**src/rtl/dwp_pkg.sv**
```systemverilog
package dwp_pkg;
    localparam int LANES  = 4;
    localparam int LANE_W = $clog2(LANES);
    localparam int BYTE_W = 8;
    localparam int WORD_W = LANES * BYTE_W;

    typedef logic [BYTE_W-1:0] byte_t;
    typedef logic [WORD_W-1:0] word_t;
    typedef logic [LANES-1:0]  lanes_t;
    typedef logic [LANE_W-1:0] lane_t;

    typedef enum logic [1:0] {
        REG_ADDR  = 2'd0,
        REG_CTRL  = 2'd1,
        REG_HOLD0 = 2'd2,
        REG_HOLD1 = 2'd3
    } reg_sel_e;

    // [3] enable, [2] toward memory, [1:0] starting byte offset
    typedef struct packed {
        logic  enable;
        logic  to_mem;
        lane_t offset;
    } ctrl_t;

    typedef struct packed {
        word_t  data;
        lanes_t vld;
    } hold_t;

    typedef enum logic [1:0] {
        RD_IDLE,
        RD_FETCH,
        RD_WAIT,
        RD_SEND
    } rd_state_e;

    function automatic word_t put_byte(word_t w, lane_t lane, byte_t b);
        word_t r;
        r = w;
        r[int'(lane)*BYTE_W +: BYTE_W] = b;
        return r;
    endfunction

    function automatic byte_t get_byte(word_t w, lane_t lane);
        return w[int'(lane)*BYTE_W +: BYTE_W];
    endfunction
endpackage

```
**src/rtl/dwp_regfile.sv**
```systemverilog
module dwp_regfile
    import dwp_pkg::*;
#(
    parameter int ADDR_W = 16
) (
    input  logic              clk,
    input  logic              rst,
    input  logic              wr_en,
    input  reg_sel_e          wr_sel,
    input  word_t             wr_data,
    input  logic              addr_inc,
    output logic [ADDR_W-1:0] word_addr,
    output ctrl_t             ctrl,
    output ctrl_t             ctrl_next,
    output logic              addr_load,
    output logic              run_start
);
    logic ctrl_load;
    logic unused_hi;

    assign unused_hi = ^wr_data[WORD_W-1:ADDR_W];
    assign ctrl_next = ctrl_t'(wr_data[3:0]);
    assign addr_load = wr_en && (wr_sel == REG_ADDR);
    assign ctrl_load = wr_en && (wr_sel == REG_CTRL);
    assign run_start = ctrl_load && ctrl_next.enable;

    always_ff @(posedge clk) begin
        if (rst) begin
            word_addr <= '0;
            ctrl      <= '0;
        end else begin
            if (addr_load)
                word_addr <= wr_data[ADDR_W-1:0];
            else if (addr_inc)
                word_addr <= word_addr + 1'b1;
            if (ctrl_load)
                ctrl <= ctrl_next;
        end
    end
endmodule

```
**src/rtl/dwp_pack_in.sv**
```systemverilog
module dwp_pack_in
    import dwp_pkg::*;
#(
    parameter int ADDR_W = 16
) (
    input  logic              clk,
    input  logic              rst,
    input  logic              active,
    input  logic              start,
    input  lane_t             start_lane,
    input  logic              clear_vld,
    input  logic [ADDR_W-1:0] word_addr,
    input  logic              in_valid,
    input  byte_t             in_data,
    output logic              in_ready,
    output logic              addr_inc,
    output logic              mem_wr_en,
    output logic [ADDR_W-1:0] mem_wr_addr,
    output word_t             mem_wr_data,
    output hold_t             hold0,
    output hold_t             hold1
);
    lane_t lane_q;
    logic  lead_q;
    logic  take;
    logic  last_lane;

    assign in_ready  = active;
    assign take      = in_valid && in_ready;
    assign last_lane = (lane_q == lane_t'(LANES-1));
    assign addr_inc  = take && last_lane;

    always_ff @(posedge clk) begin
        if (rst) begin
            lane_q      <= '0;
            lead_q      <= 1'b0;
            hold0       <= '0;
            hold1       <= '0;
            mem_wr_en   <= 1'b0;
            mem_wr_addr <= '0;
            mem_wr_data <= '0;
        end else begin
            mem_wr_en <= 1'b0;
            if (start) begin
                lane_q <= start_lane;
                lead_q <= (start_lane != '0);
            end else if (take) begin
                lane_q <= lane_q + 1'b1;
                if (last_lane)
                    lead_q <= 1'b0;
                if (lead_q) begin
                    hold0.data         <= put_byte(hold0.data, lane_q, in_data);
                    hold0.vld[lane_q]  <= 1'b1;
                end else if (last_lane) begin
                    mem_wr_en   <= 1'b1;
                    mem_wr_addr <= word_addr;
                    mem_wr_data <= put_byte(hold1.data, lane_q, in_data);
                    hold1.vld   <= '0;
                end else begin
                    hold1.data         <= put_byte(hold1.data, lane_q, in_data);
                    hold1.vld[lane_q]  <= 1'b1;
                end
            end
            if (clear_vld || start) begin
                hold0.vld <= '0;
                hold1.vld <= '0;
            end
        end
    end
endmodule

```
**src/rtl/dwp_unpack_out.sv**
```systemverilog
module dwp_unpack_out
    import dwp_pkg::*;
#(
    parameter int ADDR_W = 16
) (
    input  logic              clk,
    input  logic              rst,
    input  logic              active,
    input  logic              start,
    input  lane_t             start_lane,
    input  logic [ADDR_W-1:0] word_addr,
    input  word_t             mem_rd_data,
    input  logic              out_ready,
    output logic              mem_rd_en,
    output logic [ADDR_W-1:0] mem_rd_addr,
    output logic              out_valid,
    output byte_t             out_data,
    output logic              addr_inc
);
    rd_state_e state_q;
    lane_t     lane_q;
    word_t     buf_q;
    logic      send;
    logic      last_lane;

    assign mem_rd_en   = active && (state_q == RD_FETCH);
    assign mem_rd_addr = word_addr;
    assign out_valid   = active && (state_q == RD_SEND);
    assign out_data    = get_byte(buf_q, lane_q);
    assign send        = out_valid && out_ready;
    assign last_lane   = (lane_q == lane_t'(LANES-1));
    assign addr_inc    = send && last_lane;

    always_ff @(posedge clk) begin
        if (rst) begin
            state_q <= RD_IDLE;
            lane_q  <= '0;
            buf_q   <= '0;
        end else if (start) begin
            state_q <= RD_FETCH;
            lane_q  <= start_lane;
        end else if (!active) begin
            state_q <= RD_IDLE;
        end else begin
            case (state_q)
                RD_FETCH: state_q <= RD_WAIT;
                RD_WAIT: begin
                    buf_q   <= mem_rd_data;
                    state_q <= RD_SEND;
                end
                RD_SEND: begin
                    if (send) begin
                        lane_q <= lane_q + 1'b1;
                        if (last_lane)
                            state_q <= RD_FETCH;
                    end
                end
                default: state_q <= RD_IDLE;
            endcase
        end
    end
endmodule

```
**src/rtl/dwp_engine.sv**
```systemverilog
module dwp_engine
    import dwp_pkg::*;
#(
    parameter int ADDR_W = 16
) (
    input  logic              clk,
    input  logic              rst,
    input  logic              reg_wr_en,
    input  logic [1:0]        reg_wr_sel,
    input  logic [31:0]       reg_wr_data,
    input  logic [1:0]        reg_rd_sel,
    output logic [31:0]       reg_rd_data,
    input  logic              dev_in_valid,
    input  logic [7:0]        dev_in_data,
    output logic              dev_in_ready,
    output logic              dev_out_valid,
    output logic [7:0]        dev_out_data,
    input  logic              dev_out_ready,
    output logic              mem_wr_en,
    output logic [ADDR_W-1:0] mem_wr_addr,
    output logic [31:0]       mem_wr_data,
    output logic              mem_rd_en,
    output logic [ADDR_W-1:0] mem_rd_addr,
    input  logic [31:0]       mem_rd_data
);
    logic [ADDR_W-1:0] word_addr;
    ctrl_t             ctrl_q;
    ctrl_t             ctrl_next;
    logic              addr_load;
    logic              run_start;
    logic              inc_in;
    logic              inc_out;
    logic              active_in;
    logic              active_out;
    hold_t             hold0;
    hold_t             hold1;

    assign active_in  = ctrl_q.enable && ctrl_q.to_mem;
    assign active_out = ctrl_q.enable && !ctrl_q.to_mem;

    dwp_regfile #(.ADDR_W(ADDR_W)) u_regs (
        .clk       (clk),
        .rst       (rst),
        .wr_en     (reg_wr_en),
        .wr_sel    (reg_sel_e'(reg_wr_sel)),
        .wr_data   (reg_wr_data),
        .addr_inc  (inc_in || inc_out),
        .word_addr (word_addr),
        .ctrl      (ctrl_q),
        .ctrl_next (ctrl_next),
        .addr_load (addr_load),
        .run_start (run_start)
    );

    dwp_pack_in #(.ADDR_W(ADDR_W)) u_pack (
        .clk         (clk),
        .rst         (rst),
        .active      (active_in),
        .start       (run_start && ctrl_next.to_mem),
        .start_lane  (ctrl_next.offset),
        .clear_vld   (addr_load || run_start),
        .word_addr   (word_addr),
        .in_valid    (dev_in_valid),
        .in_data     (dev_in_data),
        .in_ready    (dev_in_ready),
        .addr_inc    (inc_in),
        .mem_wr_en   (mem_wr_en),
        .mem_wr_addr (mem_wr_addr),
        .mem_wr_data (mem_wr_data),
        .hold0       (hold0),
        .hold1       (hold1)
    );

    dwp_unpack_out #(.ADDR_W(ADDR_W)) u_unpack (
        .clk         (clk),
        .rst         (rst),
        .active      (active_out),
        .start       (run_start && !ctrl_next.to_mem),
        .start_lane  (ctrl_next.offset),
        .word_addr   (word_addr),
        .mem_rd_data (mem_rd_data),
        .out_ready   (dev_out_ready),
        .mem_rd_en   (mem_rd_en),
        .mem_rd_addr (mem_rd_addr),
        .out_valid   (dev_out_valid),
        .out_data    (dev_out_data),
        .addr_inc    (inc_out)
    );

    always_comb begin
        case (reg_sel_e'(reg_rd_sel))
            REG_ADDR:  reg_rd_data = {{(WORD_W-ADDR_W){1'b0}}, word_addr};
            REG_CTRL:  reg_rd_data = {{(WORD_W-12){1'b0}}, hold1.vld, hold0.vld, ctrl_q};
            REG_HOLD0: reg_rd_data = hold0.data;
            default:   reg_rd_data = hold1.data;
        endcase
    end
endmodule

```
**config.mk**
```make
export PLATFORM = sky130hd
export DESIGN_NAME = dwp_engine
export DESIGN_NICKNAME = d
export VERILOG_FILES = /design/src/rtl/dwp_pkg.sv /design/src/rtl/dwp_regfile.sv /design/src/rtl/dwp_pack_in.sv /design/src/rtl/dwp_unpack_out.sv /design/src/rtl/dwp_engine.sv
export SDC_FILE = /design/constraint.sdc
export NUM_CORES = 1
export LEC_CHECK = 0
export BUFFER_PORTS_ARGS = -buffer_cell sky130_fd_sc_hd__buf_4
export CORE_MARGIN = 3
export CORE_UTILIZATION = 45
export DETAILED_ROUTE_END_ITERATION = 16
export MAX_ROUTING_LAYER = met4
export PLACE_DENSITY = 0.75
export SLEW_MARGIN = 20
export SYNTH_ARGS = -nofsm -noshare
export SYNTH_HDL_FRONTEND = slang
export SYNTH_SLANG_ARGS = --single-unit
```
**constraint.sdc**
```tcl
create_clock -name clk -period 3.2 [get_ports clk]
set_input_delay 0.8 -clock clk [delete_from_list [all_inputs] [get_ports clk]]
set_output_delay 0.8 -clock clk [all_outputs]
set_load 0.02 [all_outputs]
```
**After elaboration in Yosys (flattened, before gate mapping)**

Index checks and enable logic that the tools add are counted.

- Register bits: 180
- Input bits: 81
- Word-level logic and storage cells: 109
- Output and inout bits: 108

- $lt $le $gt $ge: 2
- Eq/ne operators: 12
- Bitwise gates (word level): 8
- Mux-type cells: 23
- Add/subtract/negate cells: 4
- Reductions and logical operators: 40
- Shift operators: 3

Operators by type and width:

| kind | count |
|---|---|
| 32-bit one-hot mux with 3 select lines | 1 |
| 32-bit bitwise mux | 2 |
| 5-bit negator with 33-bit output | 1 |
| 8-bit by 33-bit variable shift with 32-bit output, first input constant | 1 |
| 8-bit by 33-bit variable part select with 32-bit output | 1 |
| 16-bit two-way mux | 2 |
| 32-bit by 6-bit variable part select with 8-bit output | 1 |
| 16-bit by 1-bit adder with 16-bit output, second input constant | 1 |
| 2-bit two-way mux | 8 |
| 1-bit logical AND | 14 |
| 2-bit nonzero test | 7 |
| 3-bit AND reduction | 4 |
| 2-bit equality test, second input constant | 5 |
| 4-bit != test, second input constant | 2 |
| 4-bit OR | 2 |
| 4-bit AND reduction | 2 |
| 1-bit two-way mux | 7 |
| 2-bit by 1-bit equality test with 1-bit output, second input constant | 3 |
| 1-bit inverter | 6 |
| 2-bit one-hot mux with 3 select lines | 1 |
| 2-bit AND reduction | 3 |
| 2-bit by 1-bit adder with 2-bit output, second input constant | 2 |
| 2-bit zero test | 2 |
| 4-bit two-way mux | 1 |
| 9 further kinds | 13 |

**Logic depth before layout (Yosys ltp)**

- Depth in word-level cells: 8
- Mapped depth: 8
- Gate-level depth less buffers: 6

**Modules after synthesis**

A second synthesis with hierarchy kept.

- Cells, all modules: 990
- Area total of the unflattened synthesis: 8816.0 um^2

Modules (own cells, without submodules):

| module | seq. area each (um^2) | cells each | times used | area an instance (um^2) |
|---|---|---|---|---|
| dwp_pack_in | 2482.4 | 601 | 1 | 5293.8 |
| dwp_unpack_out | 720.7 | 202 | 1 | 1709.1 |
| dwp_regfile | 400.4 | 121 | 1 | 1087.3 |
| dwp_engine | 0.0 | 66 | 1 | 725.7 |

**Worst setup path after synthesis**

No wires, ideal clock.

- Kind: in2out
- From: in reg_rd_sel[0]
- To: out reg_rd_data[10]
- Buffers on the path: 3
- Stages on the path: 4
- Setup slack: 140 ps
- Data arrival time: 2260 ps
- Required time: 2400 ps
- Cell sequence: clkbuf_1 > buf_1 > clkbuf_1 > mux4_2

- Longest elaborated chain between the ends: 2
- Elaborated cells on any way between the ends: 4
- Classes of those cells: eq/ne: 2; mux: 1; reduce/logical: 1

Ends and longest elaborated chain:

| item | RTL line | source |
|---|---|---|
| start, declared | dwp_engine.sv:11 | `input logic [1:0] reg_rd_sel,` |
| 2-bit equality test (tied with other cells) | dwp_engine.sv:91 | `case (reg_sel_e'(reg_rd_sel))` |
| 32-bit one-hot mux with 3 select lines (*) | dwp_engine.sv:91 |  |
| end, declared | dwp_engine.sv:12 | `output logic [31:0] reg_rd_data,` |

Mark *: on every way between the ends. The rest lies on a longest branch, timed or not.

**Worst setup path after layout**

- From: in reg_rd_sel[1]
- To: out reg_rd_data[9]

Same word-level chain as after synthesis.

==> flow_summary.toml <==
[hold_path]
hold_path_class = "register to register"
hold-path-endpoint = "u_unpack.buf_q[26]"
hold_path_depth = 2
min-delay-start = "u_unpack.buf_q[26]"

[clock_network]
cts.clk_slew.worst_paths_ps = 70
cts_tree = "built"
cts-resized-gates = 0
cts_root_buf = "clkbuf_16"
clk_path_buf_depth = 2
hold_buffers = 0
cts_inserted_buffers = 17
clock_latency_ps = 430
clock_sinks = 180
htreeDepth = 4
post_cts_buffers = 0

[timing]
setup_violations = 0
final.min_clock_period_ps = 2779
worst_pin_slew_ps = 977.3
rsz0062_at_grt = "no"
report.final.slew_viol_count = 0
max_freq_mhz = 359.9
tns_ps = 0
final_hold_viol_count = 0
fin_skew_ps = 10.77
fin_crit_sh_pct = 86.83
relSlewSlack_pct = 34.85

[routing]
drc = 0
postRouteAntennaNets = 0
wirelength_um = 22920
drtIter0Drc = 569
vias_per_cell = 5.641
dr_total_vias = 7345
wl_per_cell_um = 17.60
first_pass_iters = 5

[worst_setup_path]
slowest_stage = "mux4_2"
cp_common_cell = "buf_4"
r2r_cells = 6
r2r_start = "u_pack.lane_q[0]"
timing.rr.end = "u_pack.hold0[10]"
end_kind = "output pin"
critPathKind = "input port to output pin"
critPathLaunchType = "input port"
critPathMaxFanout = 33
crit_path_cell_trace = "buf_4, mux4_2, buf_4"
required_ps = 2400
max_stage_delay_ps = 600
reg2reg_slack_ps = 560
cp_data_arrival_time_ps = 1980

[global_route]
grt-ovfl-total = 0
use_met3_pct = 4.759
grt_max_degree = 77
grt_pass1_vias = 6897
antenna_found_initial = 0
grt_pass1_wl_um = 36360
grt_use_met1_pct = 29.54
grt_usage_pct = 22.85
grt-busiest-layer = "met2"
met2_usage_pct = 36.38

[power_and_ir_drop]
ir_drop_mv = 0.3695
switching_share_pct = 23.35
intPower_mw = 3.597
leakagePower_nw = 3.805
seqPwrFrac_pct = 48.7
p_per_area_mw_per_mm2 = 446.9
pwr-share-comb_pct = 6.4
p_switching_mw = 1.096
clkPwrFrac_pct = 44.9

[finish]
drive_gt1_share_pct = 26.37
stdcell_area_sq_mm = 0.01050
syn2layout_area_growth_pct = 23.47
n_antenna_cell = 0
nNetsFinal = 1155
layout_commonest_cell = "buf_4"
final_cell_mix = "189 x buf_4, 180 x dfxtp_1, 114 x nor2_1"

[floorplanning]
ios = 189
die_h_um = 143.5
rows = 49
die-area_sq_mm = 0.02058
start_util_pct = 46.54
coreArea_sq_mm = 0.01827
die_w_um = 143.5

[synth]
synth_fa_ha_area_share_pct = 2.060
synth.area.mux_share_pct = 9.829
synth.yosys.seq_area_share_pct = 42.38
yosysWarnings = 0
synth-edff-count = 0
netlist_area_sq_mm = 0.008503
synth_ff_type = "dfxtp_1"
synth_top_family_by_area = "simple AND/OR/NAND/NOR gates"
syn_inst = 930
syn_nets = 1025
synth.distinct_cells = 61
synth_compound_area_share_pct = 20.17
synth_xor_area_share_pct = 0.3090
synth_area_per_cell_sq_um = 9.143
synth-seq-cells = 180
synthSimpleGateAreaFrac_pct = 20.28
async_reset_ff_share_pct = 0

[placement]
port-buffer-count = 172
place.gp.congestion = 0.8425
hpwlAfterDp_um = 15510
dpl-instance-area_sq_mm = 0.009903

[job]
maxCapViolations = 0

[status]
status = "completed"
-- cell type report --
cell class / instances / area (sq um)
inverters: 9 / 33.78
flip-flops and latches: 180 / 3603
fillers: 1649 / 7771
multi-input cells: 659 / 4489
well taps: 229 / 286.5
repair buffers: 193 / 1490
clock buffers: 22 / 474.2
clock inverters: 10 / 121.4
-- critical path, delay by kind of cell --
| kind | cells | cell delay [ps] |
|---|---|---|
| buf+inv | 2 | 560 |
| mux | 1 | 600 |
-- power by group through the flow --
stage          clock network (mW)  registers, mW  logic (mW)
6_report                     2.11           2.28       0.301
5_1_grt                      2.24           2.28       0.321
4_1_cts                      2.15           2.28       0.300
3_5_place_dp                    0           2.33       0.299
3_3_place_gp                    0           2.33       0.297
2_1_floorplan                   0           2.33       0.156
-- routing by layer --
layer | part of all wire (%) | up-vias
met1 | 44 | 3480
met4 | 1.8 | 0
met2 | 47 | 240
met3 | 7.0 | 29
li1 | - | 3596
met5 | 0 | -
-- sequential cells by signal, summed over array words and instances, names as in the netlist, named ones only --
name,count
u_pack.mem_wr_data,32
u_pack.lead_q,1
u_pack.mem_wr_en,1
u_pack.mem_wr_addr,16
u_regs.word_addr,16
u_unpack.state_q,2
u_pack.hold1,34
u_regs.ctrl,4
u_unpack.lane_q,2
u_pack.lane_q,2
u_unpack.buf_q,32
u_pack.hold0,36
-- kinds of logic after synthesis --
kind of cell / after synthesis
simple gates: 351
buf+inv: 91
fa+ha+maj: 14
xor+xnor: 3
mux: 58
compound gates: 233
flops: 180
-- how the worst max path moves through the flow --
| stage | startpoint | slack [ps] | to | cells after the start |
|---|---|---|---|---|
| 2_1_floorplan | reg_rd_sel[0] | 140 | reg_rd_data[10] | 4 |
| 3_3_place_gp | reg_rd_sel[1] | 420 | reg_rd_data[0] | 3 |
| 3_5_place_dp | reg_rd_sel[1] | 400 | reg_rd_data[2] | 3 |
| 4_1_cts | reg_rd_sel[1] | 410 | reg_rd_data[9] | 3 |
| 5_1_grt | u_pack.lane_q[0] | 330 | u_pack.hold0[4] | 6 |
| 6_report | reg_rd_sel[1] | 420 | reg_rd_data[9] | 3 |
-- per-stage QoR --
stage / worst slack (ps) / cells / hold WS [ps] / util, % / total power [mW]
finish: 421.5 / 1302 / 452.4 / 57.46 / 4.692
global route: 334.8 / 1302 / 472.8 / 57.46 / 4.846
CTS: 409.9 / 1302 / 453.3 / 57.46 / 4.728
detailed placement: 404.5 / 1270 / 443.4 / 54.20 / 2.632
global placement: 421.8 / 1270 / 439.3 / 54.20 / 2.630
floorplan: 140.5 / 930 / 431.5 / - / 2.487
-- cells in the mapped netlist, types with 4 or more instances --
master    instances  area share, %
a22o_1            4           0.41
clkbuf_1         51            2.3
a211oi_1         46            4.1
nand2b_1         28            2.1
buf_1             5           0.22
a22oi_1           9           0.79
or4_1             4           0.35
o31ai_1           5           0.44
a21oi_1          78            4.6
a31oi_1          24            1.8
ha_1             14            2.1
dfxtp_1         180             42
nor2_1          114            5.0
clkbuf_2          8           0.47
mux2_2            4           0.53
nor3_1            5           0.29
a311oi_1         14            1.4
nand3_1          35            2.1
buf_6             5           0.66
mux4_2           20            5.3
buf_4             7           0.62
buf_2             6           0.35
inv_1             9           0.40
o21ai_0           6           0.35
nand4_1           4           0.29
nor2b_1          52            3.8
or3_1             5           0.37
a211oi_2         28            4.1
nand2_1          84            3.7
mux2i_1          34            4.0
(Power assumes the default switching activity.)
